`src/rtl/sr_pkg.sv`:
```
package sr_pkg;
  localparam int SR_W    = 16;
  localparam int POS_C   = 0;
  localparam int POS_Z   = 1;
  localparam int POS_N   = 2;
  localparam int POS_GIE = 3;
  localparam int POS_HLT = 4;
  localparam int POS_OSC = 5;
  localparam int POS_CG0 = 6;
  localparam int POS_CG1 = 7;
  localparam int POS_V   = 8;
  localparam logic [SR_W-1:0] LIVE_MASK = 16'h01FF;

  typedef enum logic [1:0] {
    OPC_LOGIC    = 2'b00,
    OPC_ADD      = 2'b01,
    OPC_SUB      = 2'b10,
    OPC_LOGIC_CV = 2'b11
  } op_class_e;

  typedef enum logic [1:0] {
    SZ_BYTE = 2'b00,
    SZ_WORD = 2'b01,
    SZ_EXT  = 2'b10,
    SZ_ALT  = 2'b11
  } op_size_e;

  typedef enum logic [1:0] {
    WR_MOVE  = 2'b00,
    WR_SET   = 2'b01,
    WR_CLEAR = 2'b10,
    WR_NONE  = 2'b11
  } wr_mode_e;

  typedef struct packed {
    logic c;
    logic z;
    logic n;
    logic v;
    logic v_load;
  } alu_flags_t;
endpackage

```
`src/rtl/sr_flag_gen.sv`:
```
module sr_flag_gen
  import sr_pkg::*;
#(
  parameter int OPW = 20
) (
  input  logic [1:0]     size_sel,
  input  logic [1:0]     op_class,
  input  logic [OPW-1:0] src,
  input  logic [OPW-1:0] dst,
  input  logic [OPW-1:0] res,
  input  logic           carry,
  output alu_flags_t     flags
);
  localparam int BYTE_MSB = 7;
  localparam int WORD_MSB = 15;
  localparam int EXT_MSB  = OPW - 1;

  logic [OPW-1:0] mask_byte, mask_word, mask_sel;
  logic           s_src, s_dst, s_res;

  for (genvar i = 0; i < OPW; i++) begin : g_mask
    assign mask_byte[i] = (i <= BYTE_MSB);
    assign mask_word[i] = (i <= WORD_MSB);
  end

  always_comb begin
    unique case (op_size_e'(size_sel))
      SZ_BYTE: begin
        mask_sel = mask_byte;
        s_src = src[BYTE_MSB]; s_dst = dst[BYTE_MSB]; s_res = res[BYTE_MSB];
      end
      SZ_EXT: begin
        mask_sel = '1;
        s_src = src[EXT_MSB]; s_dst = dst[EXT_MSB]; s_res = res[EXT_MSB];
      end
      default: begin
        mask_sel = mask_word;
        s_src = src[WORD_MSB]; s_dst = dst[WORD_MSB]; s_res = res[WORD_MSB];
      end
    endcase
  end

  always_comb begin
    flags.c = carry;
    flags.n = s_res;
    flags.z = ((res & mask_sel) == '0);
    unique case (op_class_e'(op_class))
      OPC_ADD: begin
        flags.v      = (s_src == s_dst) && (s_res != s_dst);
        flags.v_load = 1'b1;
      end
      OPC_SUB: begin
        flags.v      = (s_src != s_dst) && (s_res != s_dst);
        flags.v_load = 1'b1;
      end
      OPC_LOGIC_CV: begin
        flags.v      = 1'b0;
        flags.v_load = 1'b1;
      end
      default: begin
        flags.v      = 1'b0;
        flags.v_load = 1'b0;
      end
    endcase
  end
endmodule

```
`src/rtl/sr_next_state.sv`:
```
module sr_next_state
  import sr_pkg::*;
(
  input  logic [SR_W-1:0] cur,
  input  logic            alu_valid,
  input  alu_flags_t      flags,
  input  logic            wr_en,
  input  logic [1:0]      wr_mode,
  input  logic [SR_W-1:0] wr_data,
  output logic [SR_W-1:0] nxt
);
  logic            sw_write;
  logic [SR_W-1:0] sw_val, alu_val;

  assign sw_write = wr_en && (wr_mode_e'(wr_mode) != WR_NONE);

  always_comb begin
    unique case (wr_mode_e'(wr_mode))
      WR_MOVE:  sw_val = wr_data;
      WR_SET:   sw_val = cur | wr_data;
      WR_CLEAR: sw_val = cur & ~wr_data;
      default:  sw_val = cur;
    endcase
  end

  always_comb begin
    alu_val        = cur;
    alu_val[POS_C] = flags.c;
    alu_val[POS_Z] = flags.z;
    alu_val[POS_N] = flags.n;
    if (flags.v_load) alu_val[POS_V] = flags.v;
  end

  always_comb begin
    if (sw_write)       nxt = sw_val & LIVE_MASK;
    else if (alu_valid) nxt = alu_val & LIVE_MASK;
    else                nxt = cur;
  end
endmodule

```
`src/rtl/sr_power_decode.sv`:
```
module sr_power_decode
  import sr_pkg::*;
(
  input  logic [SR_W-1:0] sr,
  output logic            irq_enable,
  output logic [3:0]      lpm_req
);
  assign irq_enable = sr[POS_GIE];
  assign lpm_req    = sr[POS_HLT] ? {sr[POS_CG1], sr[POS_CG0], sr[POS_OSC], 1'b1} : 4'b0000;
endmodule

```
`src/rtl/cpu_status_reg.sv`:
```
module cpu_status_reg
  import sr_pkg::*;
#(
  parameter int OPW = 20
) (
  input  logic            clk,
  input  logic            rst_n,
  input  logic            alu_valid,
  input  logic [1:0]      alu_class,
  input  logic [1:0]      alu_size,
  input  logic [OPW-1:0]  alu_src,
  input  logic [OPW-1:0]  alu_dst,
  input  logic [OPW-1:0]  alu_res,
  input  logic            alu_carry,
  input  logic            wr_en,
  input  logic [1:0]      wr_mode,
  input  logic [15:0]     wr_data,
  output logic [15:0]     sr_q,
  output logic            irq_enable,
  output logic [3:0]      lpm_req
);
  alu_flags_t      flags;
  logic [SR_W-1:0] sr_nxt;
  logic            alu_only;

  sr_flag_gen #(.OPW(OPW)) u_flags (
    .size_sel (alu_size),
    .op_class (alu_class),
    .src      (alu_src),
    .dst      (alu_dst),
    .res      (alu_res),
    .carry    (alu_carry),
    .flags    (flags)
  );

  sr_next_state u_next (
    .cur       (sr_q),
    .alu_valid (alu_valid),
    .flags     (flags),
    .wr_en     (wr_en),
    .wr_mode   (wr_mode),
    .wr_data   (wr_data),
    .nxt       (sr_nxt)
  );

  always_ff @(posedge clk or negedge rst_n) begin
    if (!rst_n) sr_q <= '0;
    else        sr_q <= sr_nxt;
  end

  sr_power_decode u_pwr (
    .sr         (sr_q),
    .irq_enable (irq_enable),
    .lpm_req    (lpm_req)
  );

  assign alu_only = alu_valid && !(wr_en && wr_mode != 2'b11);

  a_r2_reserved_zero: assert property (@(posedge clk) disable iff (!rst_n)
    sr_q[15:9] == 7'd0);
  a_r13_idle_hold: assert property (@(posedge clk) disable iff (!rst_n)
    (!alu_valid && !wr_en) |=> $stable(sr_q));
  a_r14_ctrl_kept: assert property (@(posedge clk) disable iff (!rst_n)
    alu_only |=> $stable(sr_q[7:3]));
  a_r4_carry_copy: assert property (@(posedge clk) disable iff (!rst_n)
    alu_only |=> sr_q[0] == $past(alu_carry));
  a_r7_logic_keeps_v: assert property (@(posedge clk) disable iff (!rst_n)
    (alu_only && alu_class == 2'b00) |=> $stable(sr_q[8]));
  a_r8_move_exact: assert property (@(posedge clk) disable iff (!rst_n)
    (wr_en && wr_mode == 2'b00) |=> sr_q == ($past(wr_data) & 16'h01FF));
  a_r9_set_bits: assert property (@(posedge clk) disable iff (!rst_n)
    (wr_en && wr_mode == 2'b01) |=> (sr_q & $past(wr_data) & 16'h01FF) == ($past(wr_data) & 16'h01FF));
  a_r11_gie_follow: assert property (@(posedge clk) disable iff (!rst_n)
    irq_enable == sr_q[3]);
  a_r12_awake_no_req: assert property (@(posedge clk) disable iff (!rst_n)
    !sr_q[4] |-> lpm_req == 4'b0000);
endmodule

```
`config.mk`:
```
export PLATFORM = sky130hd
export DESIGN_NAME = cpu_status_reg
export DESIGN_NICKNAME = d
export VERILOG_FILES = /design/src/rtl/sr_pkg.sv /design/src/rtl/sr_flag_gen.sv /design/src/rtl/sr_next_state.sv /design/src/rtl/sr_power_decode.sv /design/src/rtl/cpu_status_reg.sv
export SDC_FILE = /design/constraint.sdc
export NUM_CORES = 1
export LEC_CHECK = 0
export BUFFER_PORTS_ARGS = -buffer_cell sky130_fd_sc_hd__buf_4
export CORE_MARGIN = 1.5
export CORE_UTILIZATION = 36
export CTS_BUF_LIST = sky130_fd_sc_hd__clkbuf_4 sky130_fd_sc_hd__clkbuf_8
export DETAILED_ROUTE_END_ITERATION = 10
export PLACE_DENSITY_LB_ADDON = 0.15
export RECOVER_POWER = 50
export SYNTH_ARGS = -nofsm -noshare
export SYNTH_HDL_FRONTEND = slang
export SYNTH_SLANG_ARGS = --single-unit
export TNS_END_PERCENT = 10
```
`constraint.sdc`:
```
create_clock -name clk -period 1.7 [get_ports clk]
set_clock_uncertainty 0.2 [all_clocks]
set_input_delay 0.34 -clock clk [delete_from_list [all_inputs] [get_ports clk]]
set_output_delay 0.34 -clock clk [all_outputs]
set_load 0.005 [all_outputs]
```
==> results of run 1 <==
power by group through the flow:
stage                     registers [W]  clock network, W  logic [W]
final                          0.000287          0.000183   0.000404
after global routing           0.000294          0.000199   0.000456
after CTS                      0.000288          0.000189   0.000417
after detailed placement       0.000292                 0   0.000414
after global placement         0.000290                 0   0.000403
after floorplan                0.000291                 0   0.000192
cells by family after synthesis:
logic type               share of synthesized area
multiplexers                                0.0762
buffers and inverters                        0.128
AO/OA/AOI/OAI                                0.243
AND/OR/NAND/NOR                              0.186
flip-flops                                   0.254
adder cells (fa/ha/maj)                     0.0987
other                                      0.00423
XOR/XNOR                                   0.00987
cell usage after synthesis:
| library cell | n | area [µm²] |
|---|---|---|
| nor2_2 | 1 | 6.26 |
| xnor2_1 | 1 | 8.76 |
| dfrtp_1 | 9 | 225 |
| o21ai_0 | 3 | 15.0 |
| mux2_4 | 1 | 15.0 |
| a21o_1 | 1 | 7.51 |
| or2_1 | 1 | 6.26 |
| mux2i_1 | 3 | 30.0 |
| ha_1 | 7 | 87.6 |
| mux2i_4 | 1 | 22.5 |
| inv_1 | 8 | 30.0 |
| and2_1 | 3 | 18.8 |
| a41oi_1 | 1 | 8.76 |
| a21oi_1 | 22 | 110 |
| o21ai_2 | 1 | 8.76 |
| nand3_1 | 1 | 5.00 |
| nand2_1 | 6 | 22.5 |
| o31ai_2 | 1 | 12.5 |
| buf_4 | 9 | 67.6 |
| o211ai_1 | 1 | 7.51 |
| nor3_1 | 3 | 15.0 |
| o21ai_1 | 4 | 20.0 |
| clkbuf_1 | 3 | 11.3 |
| nor2_1 | 1 | 3.75 |
| nor2b_1 | 4 | 25.0 |
| nand2b_1 | 4 | 25.0 |
| buf_2 | 1 | 5.00 |
| nor4_1 | 6 | 37.5 |
| conb_1 | 1 | 3.75 |
| o22ai_1 | 4 | 25.0 |
metal layers:
layer	GRT usage	up-vias
met4	0.0641	0
met2	0.308	51
met1	0.188	427
li1	-	516
met3	0.0400	4
met5	0	-
through the flow:
stage | hold slack, ps | total power, W | cell area (µm²) | TNS [ps]
2_1_floorplan | -156 | 0.000483 | 943 | -77.7
3_3_place_gp | -27.6 | 0.000693 | 1410 | -380
3_5_place_dp | -28.2 | 0.000706 | 1410 | -565
4_1_cts | 154 | 0.000895 | 1450 | 0
5_1_grt | 172 | 0.000948 | 1440 | 0
6_report | 152 | 0.000874 | 1440 | 0
path summary, 6_finish.rpt:
kind | startpoint | end
setup / recovery | wr_mode[1] | sr_q[8]
hold / removal | alu_carry | sr_q[0]
setup reg to reg | sr_q[1] | sr_q[1]
hold reg to reg | sr_q[0] | sr_q[0]
max in group asynchronous | rst_n | sr_q[8]
min in group asynchronous | rst_n | sr_q[5]
cell type report:
class                      count  area, µm²  share of cell area
timing repair buffer          70        520               0.362
multi-input combinational     88        583               0.405
tap                           28       35.0              0.0243
inverter                       8       45.0              0.0313
sequential                     9        225               0.157
clock buffer                   4       30.0              0.0209
worst register-to-register path: stages (launching register included):
cell and delay (ps):
dfrtp_1 390, a21oi_1 150, nor3_1 60, a41oi_1 190, o21ai_1 80
==> results.yml, run 1 <==
finish:
  drive_above_1_share: 0.441
  nFillCells: 209
  final_cell_mix: "61 x buf_4, 22 x a21oi_1, 10 x clkbuf_4, 9 x dfrtp_1, 7 x conb_1"
  num_antenna_cells: 0
  final_cells: 207
  fin_nets: 274
  final_core_util: 0.632
  reg_top3: "sr_q: 9 flops"
  syn_to_final_growth_pct: 62.2
  largest_reg_flops: 9
  largest-register: "sr_q"
  layout.cells.most_common: "buf_4"
setup_path:
  cp_num_cells: 7
  ff2ff_setup_slack_ps: 520
  cp.required_ps: 1640
  critPathSlowestCell: "nand2b_1"
  cp-start-kind: "primary input"
  crit_fanout: 9
  rr_worst_depth: 4
  worstSetupPathType: "in2reg"
  worstPathArrival_ps: 1510
  end_kind: "flop"
  crit_chain: "buf_4 > ha_1 > nand2b_1 > buf_4 > a21o_1 > a21oi_1 > o31ai_2"
  path_buf_inv: 2
  crit_family: "compound AO/OA/AOI/OAI gates"
  cp_slowest_stage_delay_ps: 200
  cpMostUsedCell: "buf_4"
drt:
  firstDrtPassIters: 2
  wl_per_cell_um: 10.7
  route.met2.wl_mm: 1.09
  totalWireLength_mm: 2.21
  routed-wl-met3_um: 207
  antenna_left: 0
  highest_layer: "met4"
  route.detailed.drc: 0
  wl_met1_um: 882
  drt-initial-drc-count: 3
  viasPerCell: 4.82
  num_vias: 998
synth:
  ys_ff_latch: 9
  post_synth_num_cell_types: 30
  synthCells: 112
  avgSynthCellArea_um2: 7.92
  yosysSeqAreaShare: 0.254
  ys.warnings.count: 0
  syn_area_um2: 887
clocking:
  clk_pin_slew_ps: 60
  ctsResizeCount: 0
  clock-sinks: 9
  htree_levels: 1
  clockBufferDepth: 2
  ctsHoldBuffers: 1
  cts_root_buf: "clkbuf_4"
  tritoncts: "yes"
  numCtsBuffers: 3
  clk_latency_ps: 260
  cts_setup_buffers: 0
place:
  dp_cells: 202
  dpl_worst_slack_ps: -143
  hpwl_mm: 1.92
  place_congestion: 0.667
  io_buffers: 59
pwr:
  p_sw_frac: 0.310
  powerDensity_nw_per_um2: 607
  p_seq_frac: 0.328
  intPower_w: 0.000603
  vdd_drop_max_uv: 386
  p_comb_frac: 0.462
  power_leakage_nw: 0.730
  p_clk_frac: 0.210
  switchingPower_w: 0.000271
timing:
  fmax_mhz: 638
  slew_violations: 0
  hold_violations: 0
  worst_slew_pin_slew_ps: 503
  rsz0062_at_grt: "no"
  max_slew_margin: 0.665
  post-route-min-period_ps: 1570
  period_share: 0.921
  fin_ws_ps: 134
  setup_viol: 0
global_routing:
  grt_max_degree: 11
  grt_pass1_vias: 887
  grt_pass1_wl_mm: 3.51
  grt.total_usage: 0.170
  antenna_found_initial: 0
  grt_overflow: 0
run_status:
  status: "finished, final reports clean"
floorplanning:
  die_h_um: 52.6
  die-area_um2: 2770
  core_region_area_um2: 2280
  die_x_um: 52.6
  io_pins: 108
  row_count: 17
  initial_core_util: 0.390
worst_hold_path:
  hold_depth: 3
  hp-class: "in2reg"
flow_run:
  maxCapViolations: 0
(Power assumes the default switching activity.)
==> run 2, diff against run 1 <==
--- a/config.mk
+++ b/config.mk
@@ -6,7 +6,8 @@
 export NUM_CORES = 1
 export LEC_CHECK = 0
 export BUFFER_PORTS_ARGS = -buffer_cell sky130_fd_sc_hd__buf_4
-export CORE_MARGIN = 1.5
+export CORE_ASPECT_RATIO = 1.4
+export CORE_MARGIN = 2
 export CORE_UTILIZATION = 36
 export CTS_BUF_LIST = sky130_fd_sc_hd__clkbuf_4 sky130_fd_sc_hd__clkbuf_8
 export DETAILED_ROUTE_END_ITERATION = 10
==> results.yml, run 2 (synthesis results as in run 1) <==
place:
  dp_cells: 195
  hpwl_mm: 2.00
  io_buffers: 59
  dpl_worst_slack_ps: -115
  place_congestion: 0.735
run_status:
  status: "finished, final reports clean"
flow_run:
  maxCapViolations: 0
drt:
  wl_met1_um: 824
  drt-initial-drc-count: 20
  highest_layer: "met4"
  routed-wl-met3_um: 207
  route.met2.wl_mm: 1.29
  antenna_left: 0
  totalWireLength_mm: 2.34
  num_vias: 1018
  route.detailed.drc: 0
  viasPerCell: 5.09
  firstDrtPassIters: 4
  wl_per_cell_um: 11.7
setup_path:
  worstSetupPathType: "in2reg"
  cp.required_ps: 1640
  endpoint: "sr_q[8]"
  worstPathArrival_ps: 1490
  end_kind: "flop"
  ff2ff_setup_slack_ps: 530
  r2r-end: "sr_q[1]"
  cp-start-kind: "primary input"
  rr_worst_depth: 4
  timing.critical_path.from: "wr_mode[1]"
  r2r-start: "sr_q[1]"
  crit_fanout: 9
timing:
  fin_worst_hold_slack_ps: 169
  rsz0062_at_grt: "no"
  tns_ps: 0
  worst_slew_pin_slew_ps: 516
  max_slew_margin: 0.656
  setup_viol: 0
  post-route-min-period_ps: 1550
  hold_violations: 0
  slew_violations: 0
  fin_ws_ps: 153
  fmax_mhz: 646
  period_share: 0.910
worst_hold_path:
  hp-class: "in2reg"
floorplanning:
  die-area_um2: 2880
  core_region_area_um2: 2360
  io_pins: 108
  die_x_um: 46.0
  row_count: 21
  die_h_um: 62.7
  initial_core_util: 0.375
finish:
  syn_to_final_growth_pct: 60.2
  final_cell_mix: "59 x buf_4, 22 x a21oi_1, 11 x clkbuf_4, 9 x dfrtp_1, 7 x conb_1"
  fin_nets: 272
  largest_reg_flops: 9
  final_cells: 200
  layout.cells.most_common: "buf_4"
  largest-register: "sr_q"
  final_core_util: 0.601
  num_antenna_cells: 0
  reg_top3: "sr_q: 9 flops"
  drive_above_1_share: 0.441
clocking:
  clock-sinks: 9
  clk_pin_slew_ps: 60
  numCtsBuffers: 3
  clk_latency_ps: 250
  clockBufferDepth: 2
  ctsResizeCount: 0
  cts_root_buf: "clkbuf_4"
  tritoncts: "yes"
  htree_levels: 1
global_routing:
  grt.total_usage: 0.173
  grt_pass1_vias: 998
  grt_max_degree: 11
  grt_pass1_wl_mm: 3.88
  grt_overflow: 0
  antenna_found_initial: 0
pwr:
  power_leakage_nw: 0.724
  intPower_w: 0.000601
  p_clk_frac: 0.207
  p_sw_frac: 0.309
  switchingPower_w: 0.000269
  vdd_drop_max_uv: 268
  powerDensity_nw_per_um2: 613
  p_comb_frac: 0.463
  p_seq_frac: 0.330
run 2: cell count changes in the layout (fill, tap and decap cells not counted), sizes merged:
cell and change:
buf -2
run 2: worst min path at each step:
stage,startpoint,depth (start not counted),to,slack (ps)
after floorplan,rst_n,0,sr_q[0],-160
after global placement,rst_n,1,sr_q[4],-30
after detailed placement,rst_n,1,sr_q[4],-20
after CTS,alu_carry,3,sr_q[0],150
after global routing,alu_carry,3,sr_q[0],160
final,wr_data[6],3,sr_q[6],170
run 2: cell type report:
| type | instances | area [µm²] |
|---|---|---|
| fillers | 237 | 943 |
| inverters | 8 | 45.0 |
| clock buffers | 4 | 30.0 |
| well taps | 23 | 28.8 |
| flip-flops and latches | 9 | 225 |
| repair buffers | 68 | 509 |
| multi-input cells | 88 | 583 |
run 2: repair_timing:
action | 4_1_cts | 5_1_grt
hold buffers | 1 | 0
hold endpoints to repair | 9 | 0
buffers inserted | 0 | 0
run 2: per-stage QoR:
stage | power, W | area [µm²]
2_1_floorplan | 0.000483 | 943
3_3_place_gp | 0.000691 | 1390
3_5_place_dp | 0.000701 | 1390
4_1_cts | 0.000890 | 1430
5_1_grt | 0.000935 | 1420
6_report | 0.000871 | 1420
run 2: critical path, stage by stage:
cell      delay [ps]
buf_4            150
ha_1             180
nand2b_1         200
buf_4            200
a21o_1           180
a21oi_1          160
o31ai_2           80
run 2: power groups by stage:
| stage | Sequential [W] | Combinational (W) | Clock (W) |
|---|---|---|---|
| after global routing | 0.000293 | 0.000448 | 0.000194 |
| after global placement | 0.000291 | 0.000400 | 0 |
| after CTS | 0.000289 | 0.000413 | 0.000188 |
| final | 0.000288 | 0.000403 | 0.000180 |
| after detailed placement | 0.000292 | 0.000409 | 0 |
| after floorplan | 0.000291 | 0.000192 | 0 |
run 2: metal layers:
metal	up-vias	global-route usage
met4	0	0.0643
met1	453	0.178
met3	2	0.0260
met2	52	0.323
li1	511	-
met5	-	0
